[src/rtl/mlog_pkg.sv]
package mlog_pkg;
  typedef enum logic [2:0] {
    KIND_CLOCK,
    KIND_CTRL,
    KIND_RATE,
    KIND_STATUS,
    KIND_NONE
  } reg_kind_e;
endpackage

[src/rtl/mlog_rst_sync.sv]
module mlog_rst_sync (
  input  logic clk,
  input  logic rst_n,
  output logic rst_sync_n
);
  logic [1:0] stage_q;

  always_ff @(posedge clk or negedge rst_n) begin
    if (!rst_n) stage_q <= 2'b00;
    else        stage_q <= {stage_q[0], 1'b1};
  end

  assign rst_sync_n = stage_q[1];
endmodule

[src/rtl/mlog_decode.sv]
module mlog_decode
  import mlog_pkg::*;
#(
  parameter int ADDR_W        = 4,
  parameter int NUM_CLK_REGS  = 7,
  parameter int NUM_STAT_REGS = 2
) (
  input  logic [ADDR_W-1:0] addr,
  output reg_kind_e         kind
);
  localparam int CTRL_ADDR = NUM_CLK_REGS;
  localparam int RATE_ADDR = NUM_CLK_REGS + 1;
  localparam int STAT_BASE = NUM_CLK_REGS + 2;
  localparam int STAT_LAST = STAT_BASE + NUM_STAT_REGS - 1;

  always_comb begin
    if (addr < ADDR_W'(CTRL_ADDR))       kind = KIND_CLOCK;
    else if (addr == ADDR_W'(CTRL_ADDR)) kind = KIND_CTRL;
    else if (addr == ADDR_W'(RATE_ADDR)) kind = KIND_RATE;
    else if (addr <= ADDR_W'(STAT_LAST)) kind = KIND_STATUS;
    else                                 kind = KIND_NONE;
  end
endmodule

[src/rtl/mlog_regbank.sv]
module mlog_regbank #(
  parameter int ADDR_W   = 4,
  parameter int DATA_W   = 8,
  parameter int NUM_REGS = 11
) (
  input  logic              clk,
  input  logic              rst_n,
  input  logic              wr_en,
  input  logic [ADDR_W-1:0] wr_addr,
  input  logic [DATA_W-1:0] wr_data,
  input  logic [ADDR_W-1:0] rd_addr,
  output logic [DATA_W-1:0] rd_data
);
  logic [DATA_W-1:0] regs_q [NUM_REGS];

  for (genvar gi = 0; gi < NUM_REGS; gi++) begin : g_reg
    logic              we;
    logic [DATA_W-1:0] d;

    always_comb begin
      we = wr_en && (wr_addr == ADDR_W'(gi));
      d  = wr_data;
    end

    always_ff @(posedge clk or negedge rst_n) begin
      if (!rst_n)  regs_q[gi] <= '0;
      else if (we) regs_q[gi] <= d;
    end
  end

  always_comb begin
    rd_data = '0;
    for (int i = 0; i < NUM_REGS; i++) begin
      if (rd_addr == ADDR_W'(i)) rd_data = regs_q[i];
    end
  end
endmodule

[src/rtl/mlog_sat_counter.sv]
module mlog_sat_counter #(
  parameter int CNT_W = 16
) (
  input  logic             clk,
  input  logic             rst_n,
  input  logic             clr,
  input  logic             inc,
  output logic [CNT_W-1:0] count
);
  logic [CNT_W-1:0] count_q, count_d;
  logic             at_max, en;

  always_comb begin
    at_max  = &count_q;
    en      = clr || (inc && !at_max);
    count_d = clr ? '0 : count_q + CNT_W'(1);
  end

  always_ff @(posedge clk or negedge rst_n) begin
    if (!rst_n)  count_q <= '0;
    else if (en) count_q <= count_d;
  end

  assign count = count_q;
endmodule

[src/rtl/mlog_mission.sv]
module mlog_mission
  import mlog_pkg::*;
(
  input  logic      clk,
  input  logic      rst_n,
  input  logic      wr_en,
  input  reg_kind_e wr_kind,
  input  logic      wr_nonzero,
  input  logic      sample_tick,
  output logic      mission_q,
  output logic      count_en,
  output logic      restart
);
  logic abort, mission_d, mission_en;

  always_comb begin
    abort      = wr_en && (wr_kind == KIND_CLOCK || wr_kind == KIND_CTRL);
    restart    = wr_en && (wr_kind == KIND_RATE) && wr_nonzero;
    count_en   = mission_q && sample_tick && !abort && !restart;
    mission_en = abort || restart;
    mission_d  = restart;
  end

  always_ff @(posedge clk or negedge rst_n) begin
    if (!rst_n)          mission_q <= 1'b0;
    else if (mission_en) mission_q <= mission_d;
  end
endmodule

[src/rtl/mlog_mission_ctl.sv]
module mlog_mission_ctl
  import mlog_pkg::*;
#(
  parameter int ADDR_W        = 4,
  parameter int DATA_W        = 8,
  parameter int CNT_W         = 16,
  parameter int NUM_CLK_REGS  = 7,
  parameter int NUM_STAT_REGS = 2
) (
  input  logic              clk,
  input  logic              rst_n,
  input  logic              wr_en,
  input  logic [ADDR_W-1:0] wr_addr,
  input  logic [DATA_W-1:0] wr_data,
  input  logic              sample_tick,
  input  logic [ADDR_W-1:0] rd_addr,
  output logic [DATA_W-1:0] rd_data,
  output logic              mission_active,
  output logic [CNT_W-1:0]  cur_count,
  output logic [CNT_W-1:0]  life_count
);
  localparam int NUM_REGS = NUM_CLK_REGS + 2 + NUM_STAT_REGS;

  logic      rst_sync_n;
  reg_kind_e wr_kind;
  logic      count_en, restart;

  mlog_rst_sync u_rst (
    .clk        (clk),
    .rst_n      (rst_n),
    .rst_sync_n (rst_sync_n)
  );

  mlog_decode #(
    .ADDR_W        (ADDR_W),
    .NUM_CLK_REGS  (NUM_CLK_REGS),
    .NUM_STAT_REGS (NUM_STAT_REGS)
  ) u_dec (
    .addr (wr_addr),
    .kind (wr_kind)
  );

  mlog_regbank #(
    .ADDR_W   (ADDR_W),
    .DATA_W   (DATA_W),
    .NUM_REGS (NUM_REGS)
  ) u_regs (
    .clk     (clk),
    .rst_n   (rst_sync_n),
    .wr_en   (wr_en),
    .wr_addr (wr_addr),
    .wr_data (wr_data),
    .rd_addr (rd_addr),
    .rd_data (rd_data)
  );

  mlog_mission u_mis (
    .clk         (clk),
    .rst_n       (rst_sync_n),
    .wr_en       (wr_en),
    .wr_kind     (wr_kind),
    .wr_nonzero  (|wr_data),
    .sample_tick (sample_tick),
    .mission_q   (mission_active),
    .count_en    (count_en),
    .restart     (restart)
  );

  mlog_sat_counter #(.CNT_W(CNT_W)) u_cur (
    .clk   (clk),
    .rst_n (rst_sync_n),
    .clr   (restart),
    .inc   (count_en),
    .count (cur_count)
  );

  mlog_sat_counter #(.CNT_W(CNT_W)) u_life (
    .clk   (clk),
    .rst_n (rst_sync_n),
    .clr   (1'b0),
    .inc   (count_en),
    .count (life_count)
  );
endmodule

[config.mk]
export PLATFORM = sky130hd
export DESIGN_NAME = mlog_mission_ctl
export DESIGN_NICKNAME = d
export VERILOG_FILES = /design/src/rtl/mlog_pkg.sv /design/src/rtl/mlog_rst_sync.sv /design/src/rtl/mlog_decode.sv /design/src/rtl/mlog_regbank.sv /design/src/rtl/mlog_sat_counter.sv /design/src/rtl/mlog_mission.sv /design/src/rtl/mlog_mission_ctl.sv
export SDC_FILE = /design/constraint.sdc
export NUM_CORES = 1
export LEC_CHECK = 0
export ABC_CLOCK_PERIOD_IN_PS = 4000
export BUFFER_PORTS_ARGS = -buffer_cell sky130_fd_sc_hd__buf_2
export CAP_MARGIN = 10
export CORE_MARGIN = 3
export CORE_UTILIZATION = 50
export CTS_CLUSTER_DIAMETER = 120
export DETAILED_ROUTE_END_ITERATION = 8
export PLACE_DENSITY = 0.75
export SYNTH_ARGS = -nofsm -noshare
export SYNTH_HDL_FRONTEND = slang
export SYNTH_SLANG_ARGS = --single-unit
[constraint.sdc]
create_clock -name clk -period 4 [get_ports clk]
set_input_delay 0 -clock clk [delete_from_list [all_inputs] [get_ports clk]]
set_output_delay 0 -clock clk [all_outputs]
set_load 0.01 [all_outputs]
# After elaboration in Yosys (flattened, before gate mapping)

Index checks and enable logic that the tools add are counted.

Eq/ne operators: 22
Add/sub/neg operators: 2
Order comparisons: 2
Multiplexer cells: 16
Reduce and logical (&&, ||, !) cells: 32

Operators with widths:

| kind                    | number |
|---|---|
| $mux W8                 | 11 |
| $add A16 B1 Y16 const B | 2 |
| $eq A4 B3 Y1 const B    | 8 |
| $reduce_and A16 Y1      | 2 |
| $eq A4 B4 Y1 const B    | 6 |
| $logic_and A1 B1 Y1     | 19 |
| $eq A4 B2 Y1 const B    | 4 |
| $mux W16                | 1 |
| $mux W3                 | 4 |
| $eq A4 B1 Y1 const B    | 2 |
| $logic_not A4 Y1        | 2 |
| $reduce_or A8 Y1        | 1 |
| $le A4 B4 Y1 const B    | 1 |
| $logic_not A1 Y1        | 4 |
| $lt A4 B3 Y1 const B    | 1 |
| $eq A3 B1 Y1 const B    | 1 |
| $eq A3 B2 Y1 const B    | 1 |
| $logic_not A3 Y1        | 1 |
| $logic_or A1 B1 Y1      | 3 |

Input bits: 20
Logic and storage cells: 89
Register bits after elaboration: 123
Output and inout bits: 41

# Logic depth before layout (Yosys ltp)

Gate-level depths: netlist (run 1).

Word-level depth: 13
Mapped depth: 7
Gate-level depth less buffers: 6

# Modules after synthesis

From an unflattened synthesis (run 1), not the netlist that was laid out.

Cell total of the unflattened synthesis: 586
Area, all modules: 6426.2 um2

Modules (own cells, without submodules):

| module           | sequential area each (um2) | cells each | times used | area each (um2) |
|---|---|---|---|---|
| mlog_regbank     | 2202.1                     | 376        | 1          | 4347.9 |
| mlog_sat_counter | 400.4                      | 93         | 2          | 927.1 |
| mlog_mission     | 25.0                       | 9          | 1          | 87.6 |
| mlog_decode      | 0.0                        | 8          | 1          | 62.6 |
| mlog_rst_sync    | 50.0                       | 3          | 1          | 53.8 |
| mlog_mission_ctl | 0.0                        | 4          | 1          | 20.0 |

# Worst setup path before layout (run 1)

OpenSTA, ideal clock, no wires.

Kind: register -> register
Start: register u_cur.count_q[0], in the netlist u_cur.count[0]
End: register u_cur.count_q[12], in the netlist u_cur.count[12]
Data required time: 3934 ps
Path slack: 2123 ps
Clock period less this slack: 1877 ps
Setup time: 66 ps
Arrival: 1811 ps
Cell stages (with the launch flop): 7
Buffers on the path: 0
Cells stage by stage: dfrtp_1 -> ha_1 -> nand2_1 -> or3_4 -> nor4_4 -> or4b_1 -> nand2_1

Longest elaborated chain between the ends: 4
Elaborated cells between the ends (all ways): 6
Classes of those cells: 1 x add/sub; 1 x mux; 4 x reduce/logical

RTL lines:

| element                                                 | RTL line               | text |
|---|---|---|
| from (decl)                                             | mlog_sat_counter.sv:10 | `logic [CNT_W-1:0] count_q, count_d;` |
| from (signal assigned)                                  | mlog_sat_counter.sv:21 | `else if (en) count_q <= count_d;` |
| branches (longest 4 deep; another with $add A16 B1 Y16) | n/a                    |  |

Parallel ways; which one is timed is not known.
A chain may end at the register's enable or synchronous reset.

# Final worst setup path (run 1)

Start: register u_cur.count_q[6], in the netlist u_cur.count[6]
End: register u_cur.count_q[7], in the netlist u_cur.count[7]

Same word-level chain as after synthesis.

==> impl_results.md, run 1 <==
* Endpoints failing hold at 0
* Clock root buffer: clkbuf_16
* CP max stage cell: nor4_2
* Largest net degree at the start of global routing at 59
* Row Count at 39
* CP arrival at around 2.3 ns
* Crit path cell chain: nand4_1, nor4_2, nor3_1, xnor2_1, nor2_1
* #FFs+latches synth at approximately 120
* CTS tree: built
* VDD IR-drop max at ~0.00030 V
* Multiplexer area fraction after synthesis at between 20% and 30%
* Leak pwr at roughly 3.1 nW
* Initial antenna violation count at 0
* Max incr delay on CP at about 0.86 ns
* Final setup fails at 0
* Crit. End Element: flop
* CP required at 4.29 ns
* Crit path buffers/inverters at 0
* First DRT Iteration DRCs at about 300
* Initial Util at 51.69%
* Min Hold Slack at around 0.035 ns
* Setup TNS at 0 ns
* Layout cells sized above 1 at 36.92%
* Area grow syn2layout at 17.37%
* CP delay by family, top: simple AND/OR/NAND/NOR gates
* Avg Cell Area, Syn at between 10 and 15 um2
* Post-DP HPWL at a little over 9000 um
* Setup CP Type: flop to flop
* Die Width at 115.3 um
* Post-CTS Setup Bufs at 0
* CTS HTree Levels at 4
* Worst hold path class: input port to flop
* Post-synth EDFFs at 0
* Simple-Gate Fraction of Synth Area at ~14%
* DIE AREA at 13300 um2
* Total grt overflow at 0
* Complex-gate fraction of the synthesized area at under 10%
* Fin crit period at between 2 and 2.5 ns
* Adder-cell area share of the yosys netlist at less than 1%
* Final-report max-slew violation count at 0
* WL final at roughly 14000 um
* Core area at roughly 12000 um2
* Sequential area share after synthesis at 51.49%
* Mapped Nets at between 500 and 600
* Relative slew slack at a little under a third
* Ys flop type: dfrtp_1
* Via Count at between 4000 and 5000
* Vias in the first global route at roughly 4500
* Final Cycle Share at between 50 and 60%
* Fmax at 0.4890 GHz
* First-pass GRT wire length at between 20000 and 25000 um
* CP max FO at 8
* Setup Skew at roughly 0.0051 ns
* Fillcell total at ~870
* ANT cells at 0
* Commonest non-fill, non-tap cell in the layout: dfrtp_1
* Syn Std Cell Area at roughly 6000 um2
* Gate Count Post-Synth at about 500
* Reg clk slew, reported paths at approximately 0.060 ns
* FFs w/ async S/R, synth at between 90% and 100%
* Vias/cell at a little over 6
* Tot GR Track Use at about 22%
* Commonest cells after routing, fill and taps aside: dfrtp_1, mux2_2, buf_2, nand2_1, nor2_1
* Largest family of logic cells by synthesized area: multiplexers
* DRC at 0
* Routability Congestion at about 0.86
* Clk_lat worst skew at about 0.42 ns
* Status: complete, no violations
* Router iterations before antenna repair at 5
* Post-synthesis xor/xnor area fraction at about 3.4%
* CP startpoint kind: flop
* Post-route ant nets at 0
* Chip height at around 120 um
* IO Pins at 61
* Routed len/inst at between 15 and 20 um
* Maximum root-to-sink buffer count at 2
* Yosys warns at 0
* Nets at approximately 570
* CTS Buf Count at 17
* RSZ-0062 raised after global routing: no
* Worst-Margin Slew at 1.024 ns
* Total power per unit cell area at approximately 530 nW/um2
* Maxcap violations at 0
* Cell variety after synth at 50
* Port-buffer cells at 60
* CTS Sinks at between 100 and 150
==> metal layers <==
| metal | up-vias | routed length [um] | GRT usage, % |
|---|---|---|---|
| li1 | 1938 | - | - |
| met1 | 2158 | 6161 | 29.03 |
| met2 | 137 | 6690 | 36.11 |
| met4 | 0 | 253 | 9.155 |
| met3 | 23 | 774 | 5.474 |
| met5 | - | 0 | 0 |
==> worst paths after layout <==
check                                                start                       endpoint  slack (ns)  cells past startpoint
max in group asynchronous       u_rst.stage_q[1]$_DFF_PN0_  u_regs.regs_q[13]$_DFFE_PN0P_        2.62                      1
worst min-delay path                            wr_data[3]  u_regs.regs_q[75]$_DFFE_PN0P_        0.04                      2
min in group asynchronous       u_rst.stage_q[1]$_DFF_PN0_  u_regs.regs_q[83]$_DFFE_PN0P_        0.41                      0
worst min register to register  u_rst.stage_q[0]$_DFF_PN0_     u_rst.stage_q[1]$_DFF_PN0_        0.35                      0
worst max-delay path            u_cur.count[6]$_DFFE_PN0P_     u_cur.count[7]$_DFFE_PN0P_        1.95                      5
worst max register to register  u_cur.count[6]$_DFFE_PN0P_     u_cur.count[7]$_DFFE_PN0P_        1.95                      5
==> Yosys cell counts (all sizes together), types with 2 or more instances <==
library cell	n	area share, %
o22ai	17	1.8
nor2	26	1.6
nor2b	4	0.42
nor3	6	0.67
buf	3	0.25
mux4	8	3.0
and3	11	1.2
ha	2	0.42
a22oi	6	0.75
mux2	89	17
clkbuf	28	1.8
nand2b	9	0.94
nand2	31	1.9
xnor2	16	2.3
a311oi	2	0.29
o32a	4	0.67
mux2i	5	0.84
or4	2	0.25
nand4	6	0.63
nor4	11	2.5
or4b	2	0.33
xor2	7	1.0
or3	6	0.71
nand3b	4	0.50
a21oi	9	0.75
dfrtp	123	51
and4	6	0.88
o21ai	16	1.3
nand3	16	1.5
==> flip-flops by register name (all words and copies together) (netlist names) <==
name / cells
u_rst.stage_q: 2
u_cur.count: 16
u_life.count: 16
u_mis.mission_q: 1
u_regs.regs_q: 88
==> power breakdown <==
group          total, mW  switching, mW  internal, mW
registers           1.62          0.144          1.48
logic              0.517          0.232         0.285
clock network       1.59          0.544          1.04
total               3.73          0.921          2.81
==> what timing repair did <==
item / in CTS / in global routing
resized for setup: 0 / 0
hold buffers: 3 / 0
endpoints found under the hold margin: 3 / 0
==> metrics by stage <==
step           utilization [%]  power, mW  cells  instance area (um2)  worst slack [ns]
3_5_place_dp             55.03      2.157    666                 6364             1.982
4_1_cts                  60.67      3.754    701                 7017             1.959
5_1_grt                  60.67      3.892    701                 7017             1.779
3_3_place_gp             55.03      2.114    666                 6364             2.060
6_report                 60.67      3.728    701                 7017             1.955
2_1_floorplan                -      1.984    491                 5978            0.3195
==> layout make-up <==
class | instances | area [um2] | area share, %
Clock buffer | 22 | 484.2 | 6.901
Clock inverter | 10 | 138.9 | 1.979
Inverter | 1 | 3.754 | 0.05350
Multi-Input combinational cell | 336 | 2776 | 39.57
Sequential cell | 123 | 3082 | 43.92
Tap cell | 143 | 178.9 | 2.550
Timing Repair Buffer | 66 | 352.8 | 5.029
==> cell families (layout without fill, tap and decap cells) <==
logic type	after synthesis	after routing
simple gates	142	142
buf+inv	32	99
mux	102	102
compound gates	66	66
xor+xnor	23	23
fa+ha+maj	2	2
other cells	1	1
flops	123	123
No activity file was read; power rests on OpenSTA's default activity.
==> run 2: changes to the inputs <==
Settings changed: ABC_CLOCK_PERIOD_IN_PS 4000 to 1900.
Clock period 4 ns to 1.9 ns, I/O delays scaled along.
==> run 2 against run 1 <==
Net effect:
- non-clock buffer count is 40 higher
- routed wire length is 3.8% higher
- core utilization is 3.0 points higher
- clock power is 100% higher
- first-iteration DRC count is 15% higher
- critical path type unchanged
==> impl_results.md, run 2 (synthesized netlist as in run 1, its figures left out) <==
* Routability Congestion at 0.8596 (about the same)
* Setup TNS at 0 ns (unchanged)
* Area grow syn2layout at 23.11%
* Largest net degree at the start of global routing at 45 (-24%)
* Max FFs per register at 88 (unchanged)
* Int Power at 5.919 mW (+110%)
* Leak pwr at 3.335 nW (+7.1%)
* Routed len/inst at 19.46 um (-1.7%)
* Setup Skew at 0.005012 ns (-0.0001065 ns)
* Clock root buffer: clkbuf_16
* Port-buffer cells at 60 (unchanged)
* Router iterations before antenna repair at 5 (unchanged)
* Post-DP HPWL at 9700 um (+4.9%)
* FF-to-FF Start: u_cur.count[1]$_DFFE_PN0P_
* Maxcap violations at 0 (unchanged)
* Worst hold path class: input port to flop
* Initial antenna violation count at 1 (+1)
* Total grt overflow at 0 (unchanged)
* Relative slew slack at 56.52% (+25 points)
* Nets at 607 (+7.1%)
* VDD IR-drop max at 0.0005411 V (+81%)
* Vias/cell at 6.018 (-0.89%)
* Max incr delay on CP at 0.47 ns (-0.39 ns)
* Initial Util at 51.69% (unchanged)
* RSZ-0062 raised after global routing: no
* CP max stage cell: or4b_1
* Commonest cells after routing, fill and taps aside: dfrtp_1, mux2_2, buf_2, buf_4, nand2_1
* Post-route ant nets at 0 (unchanged)
* Largest reg by FF count: u_regs.regs_q
* Status: complete, no violations
* CP max FO at 4 (-4)
* Cell mode on critical path: nand2_1
* ANT cells at 0 (unchanged)
* Hold_sp: wr_data[1]
* Chip height at 115.3 um (unchanged)
* WL final at 14400 um (+3.8%)
* Fmax at 0.5467 GHz (+12%)
* Tot GR Track Use at 23.22% (+0.86 points)
* Final setup fails at 0 (unchanged)
* Sequential power share at 43.4% (about the same)
* Final Cycle Share at 96.27% (+45 points)
* Crit. End Element: flop
* Worst-Margin Slew at 0.6509 ns (-0.3730 ns)
* Commonest non-fill, non-tap cell in the layout: dfrtp_1
* Fin crit period at 1.829 ns (-0.2161 ns)
* Die Width at 115.3 um (unchanged)
* First DRT Iteration DRCs at 349 (+15%)
* Vias in the first global route at 4565 (+2.1%)
* First-pass GRT wire length at 23610 um (+4.0%)
* Maximum root-to-sink buffer count at 2 (unchanged)
* Pre-CTS WS at -0.02927 ns (-2.011 ns)
* Endpoints failing hold at 0 (unchanged)
* Crit path cell chain: ha_4, nand2_1, or3_4, nor4_4, or4b_1, nand2_1
* CTS Sinks at 123 (unchanged)
* CTS tree: built
* Clk pwr share at 40.6% (-2.0 points)
* CP required at 2.25 ns (-2.04 ns)
* Total power per unit cell area at 1072 nW/um2 (+100%)
* DRC at 0 (unchanged)
* Row Count at 39 (unchanged)
* Setup CP Type: flop to flop
* Layout cells sized above 1 at 41.54% (+4.6 points)
* Core area at 11560 um2 (unchanged)
* CP startpoint: u_cur.count[1]$_DFFE_PN0P_
* Final-report max-slew violation count at 0 (unchanged)
* Via Count at 4453 (+4.6%)
* Sw power at 1.969 mW (+110%)
* CTS HTree Levels at 4 (unchanged)
* Reg clk slew, reported paths at 0.05 ns (about the same)
* Final Total Pwr at 7.888 mW (+110%)
* Setup WS post-layout at 0.07088 ns (-1.884 ns)
* Combinational Power Share at 16.0% (+2.1 points)
* CP arrival at 2.18 ns (-0.15 ns)
* CP startpoint kind: flop
* IO Pins at 61 (unchanged)
* CTS Buf Count at 17 (unchanged)
* Switching share of power at 24.96% (+0.26 points)
* Clk_lat worst skew at 0.41 ns (about the same)
* DIE AREA at 13300 um2 (unchanged)
## run 2: cell count changes in the layout (fill, tap and decap cells not counted), sizes merged
cell	change
dlygate4sd3	-1
bufinv	-1
clkinvlp	-2
buf	+40
clkinv	-1
clkbuf	+4
## run 2: critical path, delay by kind of cell, from the launching register on
family / cells / cell delay, ns
adders and majority gates: 1 / 0.18
DFF: 1 / 0.41
and+or+nand+nor: 5 / 1.19
## run 2: timing repair
item                                    CTS  global route
setup buffers                             0             4
endpoints found under the hold margin     2             0
hold buffers                              2             0
pin swaps                                 2             4
endpoints found under the setup margin    3            22
gates resized for setup                   2             7
## run 2: path summary, 6_finish.rpt
kind	cells past startpoint	to	slack, ns
worst max register to register	6	u_cur.count[12]$_DFFE_PN0P_	0.07
worst max-delay path	6	u_cur.count[12]$_DFFE_PN0P_	0.07
worst min register to register	0	u_regs.regs_q[28]$_DFFE_PN0P_	0.35
max in group asynchronous	1	u_regs.regs_q[26]$_DFFE_PN0P_	0.96
min in group asynchronous	0	u_regs.regs_q[28]$_DFFE_PN0P_	0.35
worst min-delay path	4	u_regs.regs_q[9]$_DFFE_PN0P_	0.07
## run 2: metrics by stage
stage | cell area [um2] | cells | util [%] | hold WS, ns
floorplan | 5982 | 491 | - | -0.2956
global placement | 6679 | 703 | 57.75 | -0.2123
detailed placement | 6679 | 703 | 57.75 | -0.2118
CTS | 7298 | 736 | 63.11 | 0.05267
global route | 7360 | 740 | 63.64 | 0.08410
finish | 7360 | 740 | 63.64 | 0.07061
## run 2: cell type report
| type | instances | area [um2] |
|---|---|---|
| fillers | 886 | 4205 |
| flip-flops and latches | 123 | 3082 |
| multi-input cells | 336 | 2814 |
| repair buffers | 106 | 690.7 |
| clock buffers | 25 | 505.5 |
| well taps | 143 | 178.9 |
| clock inverters | 6 | 85.08 |
| inverters | 1 | 3.754 |
## run 2: power groups by stage
stage                     sequential, mW  combinational [mW]  clock [mW]
after floorplan                     3.41               0.765           0
after global placement              3.40                1.16           0
after detailed placement            3.44                1.22           0
after CTS                           3.40                1.24        3.26
after global routing                3.48                1.39        3.38
final                               3.42                1.26        3.20
## run 2: metal layers
| metal | track usage [%] | vias up | routed length (um) |
|---|---|---|---|
| li1 | - | 2002 | - |
| met1 | 29.97 | 2222 | 6033 |
| met2 | 37.35 | 193 | 7025 |
| met3 | 6.474 | 34 | 964 |
| met4 | 8.998 | 2 | 371 |
| met5 | 0 | - | 7 |
==> run 3: changes to the inputs <==
Settings changed: PLACE_DENSITY 0.75 to 0.74.
==> run 3 against run 2 <==
Net effect:
- the flow now finishes with violations (setup timing)
- largest power group unchanged
- core utilization grew 0.36 points
- non-clock buffer count grew 5
- sequential power is essentially flat
- die area is the same
- final cell count grew 0.68%
==> impl_results.md, run 3 (synthesized netlist as in run 1, its figures left out) <==
* Pre-CTS WS at -0.05265 ns (-0.02338 ns)
* Layout cells sized above 1 at 43.36% (+1.8 points)
* Endpoints failing hold at 0 (unchanged)
* Post-DP HPWL at 9455 um (-2.5%)
* DP Area at 6631 um2 (-0.71%)
* Switching share of power at 26.03% (+1.1 points)
* Fin crit period at 1.941 ns (+0.1121 ns)
* Max FFs per register at 88 (unchanged)
* ANT cells at 0 (unchanged)
* Setup Skew at 0.004667 ns (-0.0003449 ns)
* CTS Buf Count at 17 (unchanged)
* CTS HTree Levels at 4 (unchanged)
* RSZ-0062 raised after global routing: yes
* Row Count at 39 (unchanged)
* Worst Hold Depth at 3 (-1)
* Hold_sp: wr_addr[1]
* Final-report max-slew violation count at 0 (unchanged)
* CP arrival at 2.29 ns (+0.11 ns)
* Status: finished with violations
* Via Count at 4430 (-0.52%)
* Routed len/inst at 18.91 um (-2.8%)
* Clock root buffer: clkbuf_16
* Setup TNS at -0.2072 ns (-0.2072 ns)
* Routability Congestion at 0.8567 (-0.34%)
* Inst Count DP at 695 (-1.1%)
* First DRT Iteration DRCs at 256 (-27%)
* Failing checks: setup timing
* Crit path buffers/inverters at 0 (unchanged)
* WHS Endpoint: u_mis.mission_q$_DFFE_PN0P_
* Int Power at 5.509 mW (-6.9%)
* FF-to-FF Start: u_cur.count[0]$_DFFE_PN0P_
* Fmax at 0.5151 GHz (-5.8%)
* Critical Path Stages at 6 (unchanged)
* Layout Utilization at 63.99% (+0.36 points)
* Total grt overflow at 0 (unchanged)
* Sequential power share at 45.8% (+2.4 points)
* Nets at 612 (+0.82%)
* Core area at 11560 um2 (unchanged)
* RR Endpoint: u_cur.count[12]$_DFFE_PN0P_
* Router iterations before antenna repair at 4 (-1)
* Largest net degree at the start of global routing at 49 (+8.9%)
* Setup CP Type: flop to flop
* CP delay by family, top: simple AND/OR/NAND/NOR gates
* Final Cell Area at 7401 um2 (+0.56%)
* CP required at 2.25 ns (about the same)
* VDD IR-drop max at 0.0005813 V (+7.4%)
* Maximum root-to-sink buffer count at 2 (unchanged)
* Total power per unit cell area at 1006 nW/um2 (-6.1%)
* Vias/cell at 5.946 (-1.2%)
* Reg clk slew, reported paths at 0.05 ns (about the same)
* Sw power at 1.939 mW (-1.5%)
* Setup WS post-layout at -0.04125 ns (-0.1121 ns)
* CTS tree: built
* Leak pwr at 3.339 nW (+0.13%)
* Crit path cell chain: ha_4, nand2_2, or3_4, nor4_4, or4b_1, nand2_1
* Max incr delay on CP at 0.47 ns (about the same)
* Clk pwr share at 37.2% (-3.4 points)
* CP startpoint kind: flop
* DRC at 0 (unchanged)
* Chip height at 115.3 um (unchanged)
* Final Total Pwr at 7.448 mW (-5.6%)
* Worst-Margin Slew at 0.5705 ns (-0.08037 ns)
* Clk_lat worst skew at 0.41 ns (about the same)
* Min Hold Slack at 0.03603 ns (-0.03458 ns)
* Initial antenna violation count at 0 (-1)
* Tot GR Track Use at 22.29% (-0.92 points)
* IO Pins at 61 (unchanged)
* Commonest cells after routing, fill and taps aside: dfrtp_1, mux2_2, buf_2, buf_4, nand2_1
* CP max FO at 2 (-2)
* Largest reg by FF count: u_regs.regs_q
* WL final at 14090 um (-2.2%)
* Port-buffer cells at 60 (unchanged)
* Vias in the first global route at 4589 (+0.53%)
* Initial Util at 51.69% (unchanged)
* Fillcell total at 835 (-5.8%)
* Relative slew slack at 61.89% (+5.4 points)
* Commonest non-fill, non-tap cell in the layout: dfrtp_1
* Maxcap violations at 0 (unchanged)
* CP max stage cell: or4b_1
* Cell depth of the worst flop-to-flop path at 6 (unchanged)
* Final setup fails at 9 (+9)
* CTS Sinks at 123 (unchanged)
* First-pass GRT wire length at 22870 um (-3.2%)
* Crit. End Element: flop
* FF-to-FF setup slack at -0.04 ns (-0.11 ns)
* Final Cycle Share at 102.2% (+5.9 points)
* Area grow syn2layout at 23.80%
* Combinational Power Share at 17.1% (+1.1 points)
* DIE AREA at 13300 um2 (unchanged)
* Die Width at 115.3 um (unchanged)
* Final std cells w/o fill at 745 (+0.68%)
* Worst hold path class: input port to flop
* Post-route ant nets at 0 (unchanged)
-- run 3: repair_timing --
action | in CTS | in global routing
buffers inserted | 7 | 9
endpoints found under the hold margin | 3 | 0
pin swaps | 4 | 15
endpoints found under the setup margin | 9 | 24
hold buffers | 3 | 0
gates resized for setup | 4 | 20
-- run 3: worst max path at each step --
stage	start	end	slack, ns
5_1_grt	u_cur.count[0]$_DFFE_PN0P_	u_cur.count[10]$_DFFE_PN0P_	-0.12
3_3_place_gp	u_cur.count[0]$_DFFE_PN0P_	u_cur.count[4]$_DFFE_PN0P_	0.03
4_1_cts	u_cur.count[0]$_DFFE_PN0P_	u_cur.count[12]$_DFFE_PN0P_	0.0007
3_5_place_dp	u_cur.count[0]$_DFFE_PN0P_	u_cur.count[3]$_DFFE_PN0P_	-0.05
6_report	u_cur.count[0]$_DFFE_PN0P_	u_cur.count[12]$_DFFE_PN0P_	-0.04
2_1_floorplan	u_cur.count[0]$_DFFE_PN0P_	u_cur.count[12]$_DFFE_PN0P_	0.02
-- run 3: layer usage --
layer	part of all wire, %	wire length, um	GRT usage [%]
met1	42	5949	28.10
met4	2.4	343	10.02
met3	5.3	740	5.789
met5	0	0	0
met2	50	7058	36.27
-- run 3: final cells by class --
cell class	instances	area, um2	area share, %
repair buffers	111	759.5	10.26
clock inverters	10	52.55	0.7101
clock buffers	21	450.4	6.086
well taps	143	178.9	2.418
inverters	1	3.754	0.05072
multi-input cells	336	2874	38.83
flip-flops and latches	123	3082	41.64
-- run 3: power groups by stage --
stage                     Combinational (mW)  Clock (mW)  Sequential [mW]
after global placement                  1.15           0             3.39
after global routing                    1.41        2.92             3.46
final                                   1.27        2.77             3.41
after floorplan                        0.765           0             3.41
after detailed placement                1.19           0             3.43
after CTS                               1.23        2.80             3.39
-- run 3: tightest hold or removal path: cells and delay by family --
family                 cells  cell delay [ns]
AOI/OAI and AO/OA          1             0.19
buffers and inverters      1             0.17
and+or+nand+nor            1             0.06
